<file path="src/rtl/pwm_bank_pkg.sv">
package pwm_bank_pkg;

  localparam int WORD_W   = 32;
  localparam int DUTY_W   = 8;
  localparam int SCALE_W  = 13;
  localparam int EN_POS   = 31;
  localparam int FULL_POS = 24;
  localparam int DUTY_LSB = 16;
  localparam int STEPS    = 1 << DUTY_W;

  typedef struct packed {
    logic               en;
    logic               full;
    logic [DUTY_W-1:0]  duty;
    logic [SCALE_W-1:0] scale;
  } chan_cfg_t;

  // Split a bus word into its channel fields; unused bits are dropped.
  function automatic chan_cfg_t word_to_cfg(input logic [WORD_W-1:0] w);
    chan_cfg_t c;
    c.en    = w[EN_POS];
    c.full  = w[FULL_POS];
    c.duty  = w[DUTY_LSB +: DUTY_W];
    c.scale = w[SCALE_W-1:0];
    return c;
  endfunction

  // Rebuild a bus word with every unused bit at zero.
  function automatic logic [WORD_W-1:0] cfg_to_word(input chan_cfg_t c);
    logic [WORD_W-1:0] w;
    w                       = '0;
    w[EN_POS]               = c.en;
    w[FULL_POS]             = c.full;
    w[DUTY_LSB +: DUTY_W]   = c.duty;
    w[SCALE_W-1:0]          = c.scale;
    return w;
  endfunction

  // Output level for a given step of the 256-step cycle.
  function automatic logic level_at(input chan_cfg_t c, input logic [DUTY_W-1:0] step);
    return c.en && (c.full || (step < c.duty));
  endfunction

endpackage

</file>
<file path="src/rtl/pwm_regbank.sv">
module pwm_regbank
  import pwm_bank_pkg::*;
#(
  parameter int NUM_CH     = 4,
  parameter int ADDR_W     = 8,
  parameter int STRIDE_LG2 = 4
) (
  input  logic                     clk,
  input  logic                     rst,
  input  logic                     bus_we,
  input  logic [ADDR_W-1:0]        bus_addr,
  input  logic [WORD_W-1:0]        bus_wdata,
  output logic [WORD_W-1:0]        bus_rdata,
  output logic                     addr_hit,
  output logic [NUM_CH-1:0]        ch_wr,
  output chan_cfg_t [NUM_CH-1:0]   cfg
);

  localparam int IDX_W = ADDR_W - STRIDE_LG2;

  logic [IDX_W-1:0] sel_idx;
  logic             low_zero;

  assign sel_idx  = bus_addr[ADDR_W-1:STRIDE_LG2];
  assign low_zero = (bus_addr[STRIDE_LG2-1:0] == '0);
  assign addr_hit = low_zero && (int'(sel_idx) < NUM_CH);

  for (genvar i = 0; i < NUM_CH; i++) begin : g_reg
    assign ch_wr[i] = bus_we && addr_hit && (sel_idx == IDX_W'(i));

    always_ff @(posedge clk) begin
      if (rst)           cfg[i] <= '0;
      else if (ch_wr[i]) cfg[i] <= word_to_cfg(bus_wdata);
    end
  end

  always_comb begin
    bus_rdata = '0;
    if (addr_hit) begin
      for (int i = 0; i < NUM_CH; i++) begin
        if (sel_idx == IDX_W'(i)) bus_rdata = cfg_to_word(cfg[i]);
      end
    end
  end

endmodule

</file>
<file path="src/rtl/pwm_channel.sv">
module pwm_channel
  import pwm_bank_pkg::*;
(
  input  logic              clk,
  input  logic              rst,
  input  chan_cfg_t         cfg,
  input  logic              restart,
  output logic              pwm,
  output logic              wrap,
  output logic [DUTY_W-1:0] step
);

  logic [SCALE_W-1:0] pre;

  assign wrap = (pre == cfg.scale);

  always_ff @(posedge clk) begin
    if (rst || restart || !cfg.en) begin
      pre  <= '0;
      step <= '0;
    end else if (wrap) begin
      pre  <= '0;
      step <= step + 1'b1;
    end else begin
      pre  <= pre + 1'b1;
    end
  end

  assign pwm = level_at(cfg, step);

endmodule

</file>
<file path="src/rtl/pwm_bank.sv">
module pwm_bank
  import pwm_bank_pkg::*;
#(
  parameter int NUM_CH     = 4,
  parameter int ADDR_W     = 8,
  parameter int STRIDE_LG2 = 4
) (
  input  logic              clk,
  input  logic              rst,
  input  logic              bus_we,
  input  logic [ADDR_W-1:0] bus_addr,
  input  logic [31:0]       bus_wdata,
  output logic [31:0]       bus_rdata,
  output logic [NUM_CH-1:0] pwm_out
);

  chan_cfg_t [NUM_CH-1:0]      cfg;
  logic [NUM_CH-1:0]           ch_wr;
  logic [NUM_CH-1:0]           ch_en;
  logic [NUM_CH-1:0]           ch_full;
  logic [NUM_CH-1:0]           ch_wrap;
  logic [NUM_CH*DUTY_W-1:0]    ch_step;
  logic                        addr_hit;

  pwm_regbank #(
    .NUM_CH    (NUM_CH),
    .ADDR_W    (ADDR_W),
    .STRIDE_LG2(STRIDE_LG2)
  ) u_regs (
    .clk      (clk),
    .rst      (rst),
    .bus_we   (bus_we),
    .bus_addr (bus_addr),
    .bus_wdata(bus_wdata),
    .bus_rdata(bus_rdata),
    .addr_hit (addr_hit),
    .ch_wr    (ch_wr),
    .cfg      (cfg)
  );

  for (genvar i = 0; i < NUM_CH; i++) begin : g_ch
    assign ch_en[i]   = cfg[i].en;
    assign ch_full[i] = cfg[i].full;

    pwm_channel u_ch (
      .clk    (clk),
      .rst    (rst),
      .cfg    (cfg[i]),
      .restart(ch_wr[i]),
      .pwm    (pwm_out[i]),
      .wrap   (ch_wrap[i]),
      .step   (ch_step[i*DUTY_W +: DUTY_W])
    );
  end

endmodule

</file>
<file path="config.mk">
export PLATFORM = sky130hd
export DESIGN_NAME = pwm_bank
export DESIGN_NICKNAME = d
export VERILOG_FILES = /design/src/rtl/pwm_bank_pkg.sv /design/src/rtl/pwm_regbank.sv /design/src/rtl/pwm_channel.sv /design/src/rtl/pwm_bank.sv
export SDC_FILE = /design/constraint.sdc
export NUM_CORES = 1
export LEC_CHECK = 0
export ABC_AREA = 1
export BUFFER_PORTS_ARGS = -buffer_cell sky130_fd_sc_hd__buf_2
export CORE_MARGIN = 2
export CORE_UTILIZATION = 60
export CTS_CLUSTER_SIZE = 12
export DETAILED_ROUTE_END_ITERATION = 10
export GPL_ROUTABILITY_DRIVEN = 1
export PLACE_DENSITY = 0.8
export SYNTH_ARGS = -nofsm -noshare
export SYNTH_HDL_FRONTEND = slang
export SYNTH_SLANG_ARGS = --single-unit
</file>
<file path="constraint.sdc">
create_clock -name clk -period 2.1 [get_ports clk]
set_clock_uncertainty 0.2 [all_clocks]
set_input_delay 0 -clock clk [delete_from_list [all_inputs] [get_ports clk]]
set_output_delay 0 -clock clk [all_outputs]
set_load 0.005 [all_outputs]
</file>
# Word-level counts from Yosys, hierarchy flattened
# Cells that the tools add are included.
[word_totals]
reg_bits = 176
inputBits = 43
out_inout_bits = 36
wordCells = 81
[op_classes]
addsub = 8
n_lt_le_gt_ge = 5
n_eq_ne = 7
mux = 5
reduce_logical = 32
[ops]
columns = ["cell", "n"]
rows = [
  ["2-to-1 mux 32 bit", 5],
  ["adder 13 x 1 -> 13 bit, second input constant", 4],
  ["equality test 13 bit", 4],
  ["adder 8 x 1 -> 8 bit, second input constant", 4],
  ["< comparator 8 bit", 4],
  ["logical OR 1 bit", 12],
  ["logical AND 1 bit", 10],
  ["equality test 4 x 2 -> 1 bit, second input constant", 2],
  ["zero test 4 bit", 2],
  ["OR reduction 2 bit", 4],
  ["equality test 4 x 1 -> 1 bit, second input constant", 1],
  ["zero test 1 bit", 4],
  ["< comparator 4 x 3 -> 1 bit, second input constant", 1],
]

# Longest topological paths before layout
[depth]
depth_word = 7
ltp_mapped = 10
depth_no_buf = 9

# Hierarchy
# A second synthesis with hierarchy kept.
[unflattened]
cells_unflattened = 1704
hier_area_um2 = 10900.5
[by_module_without_submodules]
columns = ["mod", "instances", "cells_per_inst", "area_per_inst_um2"]
rows = [
  ["pwm_channel", 4, 230, 1485.2],
  ["pwm_regbank", 1, 784, 4959.8],
]

# Worst setup path after synthesis
# No wires, ideal clock.
[synth_timing]
path_type = "reg-to-reg"
from = "register g_ch[1].u_ch.pre[0]"
to = "register g_ch[1].u_ch.pre[12]"
arrival_ps = 1257
required_time_ps = 1830
setup_slack_ps = 573
stages_incl_launch_ff = 7
path_buffers = 0
cell_sequence = "dfxtp_1 -> ha_1 -> nand2_1 -> nor2_1 -> nand3_1 -> or2_2 -> a21oi_1"
[synth_between]
elab_chain_cells = 2
word_cells_on_any_way = 3
classes_between = "add/sub (1); eq/ne (1); reduce/logical (1)"
[synth_rtl]
columns = ["element", "line", "rtl"]
rows = [
  ["from (decl)", "pwm_channel.sv:13", "logic [SCALE_W-1:0] pre;"],
  ["from (signal assigned)", "pwm_channel.sv:25", "pre <= pre + 1'b1;"],
  ["branches (longest 2 deep; another with adder 13 x 1 -> 13 bit)", "n/a", ""],
]
# Parallel ways; which one is timed is not known.
# A chain may end at the register's enable or synchronous reset.

# Final worst setup path
[layout_timing]
from = "register, netlist name u_regs.cfg[89]"
to = "output pwm_out[3]"
[layout_between]
elab_chain_cells = 3
[layout_rtl]
columns = ["element", "line", "rtl"]
rows = [
  ["< comparator 8 bit", "pwm_bank_pkg.sv:41", "return c.en && (c.full || (step < c.duty));"],
  ["logical OR 1 bit", "pwm_bank_pkg.sv:41", ""],
  ["logical AND 1 bit", "pwm_bank_pkg.sv:41", ""],
  ["to (decl)", "pwm_bank.sv:14", "output logic [NUM_CH-1:0] pwm_out"],
]
# No other way between the ends.

==> flow_summary.json <==
{
  "nets": 1591,
  "start_util_pct": 61.2,
  "status": "completed",
  "irDropWorstVdd_uv": 613,
  "regToRegSetupSlack_ns": 0.31,
  "rr_worst_depth": 8,
  "hold_violations": 0,
  "cap_violations": 0,
  "yosysWarningCount": 0,
  "synthTopCellsByArea": "dfxtp_1 36%, nand2_1 13%, a21oi_1 8.0%, inv_1 7.0%, o21ai_0 5.8%",
  "grt_usage_pct": 30.0,
  "whs_path_depth": 8,
  "synth_ff_type": "dfxtp_1",
  "power_density_mw_per_mm2": 602,
  "synthArstFlopShare_pct": 0,
  "use_met2_pct": 46.7,
  "routed_wl_um": 26100,
  "slew_viol_final": 0,
  "cp.arrival_ns": 1.90,
  "antenna_found_initial": 0,
  "gp_congestion": 0.912,
  "timing.critical_path.buf_inv": 2,
  "dp_slack_ns": 0.357,
  "period_minus_slack_ns": 2.10,
  "crit_path_start": "u_regs.cfg[89]",
  "synth_seq_cells": 176,
  "cts_buffer_depth": 2,
  "post_drt_via_cell_ratio": 5.48,
  "crit_fanout": 2,
  "hp-class": "in2reg",
  "grt_pass1_wl_um": 41900,
  "fin_ws_ns": 0.00439,
  "setup_viol": 0,
  "crit_type": "reg2out",
  "synth-seq-area-share_pct": 36.2,
  "h-tree-depth": 4,
  "drt-initial-drc-count": 1023,
  "cpMaxStageDelayCell": "dfxtp_2",
  "synth.most_common_cell": "nand2_1",
  "drtPass1Iterations": 6,
  "place_hpwl_um": 19000,
  "die-area_mm2": 0.0172,
  "syn_inst": 1443,
  "p_leak_nw": 4.48,
  "diodes": 0,
  "cp_num_cells": 7,
  "synth.top_cell.area_share_pct": 36.2,
  "r2r-end": "g_ch[3].u_ch.step[7]",
  "yosys.cell_types.count": 36,
  "grt_start_max_net_pins": 54,
  "crit_path_start_kind": "register",
  "grt_setup_unrepaired": "true",
  "vias": 9534,
  "use_met1_pct": 41.4,
  "busiest_layer": "met2",
  "grt_pass1_vias": 8546,
  "worstPathRequired_ns": 1.90,
  "ant_nets": 0,
  "area_growth_pct": 13.0,
  "crit_path_end_kind": "primary output",
  "syn_area_mm2": 0.00972,
  "path_clk_slew_ns": 0.07,
  "cts_buffers": 17,
  "grt_overflow_total": 0,
  "layout-drive-gt1-share_pct": 10.4,
  "die_w_um": 131,
  "wl_per_cell_um": 15.0,
  "cp_top_family": "compound AO/OA/AOI/OAI gates",
  "r2r_start": "u_regs.cfg[72]",
  "finalPower_w": 0.00661,
  "crit_path_end": "pwm_out[3]",
  "synth_edf_count": 0,
  "root_buffer": "clkbuf_16",
  "avgSynthCellArea_um2": 6.74,
  "cts_sinks": 176,
  "fin_crit_sh_pct": 99.8,
  "critPathMaxStageDelay_ns": 0.34,
  "grt.met3_usage_pct": 5.79,
  "clk_latency_ns": 0.43,
  "cts_tree": "built",
  "fmax_mhz": 477,
  "port_buffers": 60,
  "synth_top_area_cell": "dfxtp_1",
  "die_h_um": 131,
  "drc_errors": 0,
  "synth_common_cells": "340 x nand2_1, 181 x inv_1, 176 x dfxtp_1, 155 x a21oi_1, 140 x nor2_1",
  "rows": 46,
  "num_io_pins": 79,
  "path_cells": "inv_1 -> ha_1 -> a21oi_1 -> o21a_1 -> nand2_2 -> a21boi_2 -> buf_2",
  "core_mm2": 0.0159
}
layout make-up:
| cell class | count | area [um^2] |
|---|---|---|
| Clock inverter | 8 | 82.6 |
| Sequential cell | 176 | 3530 |
| Inverter | 188 | 706 |
| Multi-Input combinational cell | 1032 | 5270 |
| Fill cell | 1366 | 4900 |
| Clock buffer | 23 | 478 |
| Tap cell | 216 | 270 |
| Timing Repair Buffer | 97 | 646 |
per-stage QoR:
step / setup TNS, ns / std cells / hold WS, ns / utilization (%) / cell area [um^2]
finish: 0 / 1740 / 0.0724 / 69.1 / 11000
global route: -0.0622 / 1740 / 0.123 / 69.1 / 11000
CTS: 0 / 1740 / 0.0399 / 68.7 / 10900
detailed placement: 0 / 1682 / 0.129 / 63.4 / 10100
global placement: 0 / 1682 / 0.126 / 63.4 / 10100
floorplan: 0 / 1451 / -0.0518 / - / 9750
cell families (layout without fill, tap and decap cells):
family | count (synthesis) | count (layout) | share of synthesized area, %
AND/OR/NAND/NOR | 614 | 614 | 26.8
other | 1 | 9 | 0.0386
AO/OA/AOI/OAI | 325 | 325 | 17.4
adder cells (fa/ha/maj) | 36 | 36 | 4.63
buffers and inverters | 243 | 316 | 10.6
XOR/XNOR | 48 | 48 | 4.32
flip-flops | 176 | 176 | 36.2
flip-flops by register name, indices dropped and copies added, names as in the netlist:
signal,cells
g_ch.u_ch.pre,52
g_ch.u_ch.step,32
u_regs.cfg,92
worst min-delay path by stage:
stage | start | endpoint | slack [ns]
6_report | bus_addr[2] | u_regs.cfg[52] | 0.07
5_1_grt | bus_addr[6] | u_regs.cfg[52] | 0.12
4_1_cts | bus_addr[2] | u_regs.cfg[52] | 0.04
3_5_place_dp | bus_wdata[12] | u_regs.cfg[35] | 0.13
3_3_place_gp | bus_wdata[12] | u_regs.cfg[35] | 0.13
2_1_floorplan | bus_wdata[8] | u_regs.cfg[31] | -0.05
worst reg2reg max path, cell delays in order, from the launching register on:
cell     delay [ns]
dfxtp_1        0.42
inv_1          0.13
nand2_1        0.07
nand2_1        0.05
nor2_1         0.09
nand2_1        0.08
nor2_2         0.35
nand3_1        0.14
a21oi_1        0.18
routing by layer:
metal,part of all wire (%),routed length (um)
met5,0,0
met4,2.9,760
met3,7.9,2070
met2,44,11500
met1,45,11700
placed cells by master (no fill, tap or decap), types with 36 or more instances in the layout:
| master | count |
|---|---|
| nand2_1 | 337 |
| buf_2 | 60 |
| nand3_1 | 73 |
| a21oi_1 | 149 |
| inv_1 | 177 |
| xor2_1 | 36 |
| o22ai_1 | 38 |
| o21ai_0 | 112 |
| dfxtp_1 | 171 |
| nor2_1 | 140 |
repair_timing:
| item | 4_1_cts | 5_1_grt |
|---|---|---|
| setup endpoints to repair | 1 | 4 |
| hold endpoints to repair | 114 | 0 |
| buffers inserted | 0 | 0 |
| hold buffers | 27 | 0 |
| gates resized for setup | 1 | 21 |
| pin swaps | 0 | 5 |
where the power goes:
| part | total [W] | internal [W] | switching [W] |
|---|---|---|---|
| registers | 0.00334 | 0.00334 | 0.000000805 |
| logic | 0.000246 | 0.0000900 | 0.000156 |
| clock network | 0.00303 | 0.00172 | 0.00130 |
No activity file was read; power rests on OpenSTA's default activity.
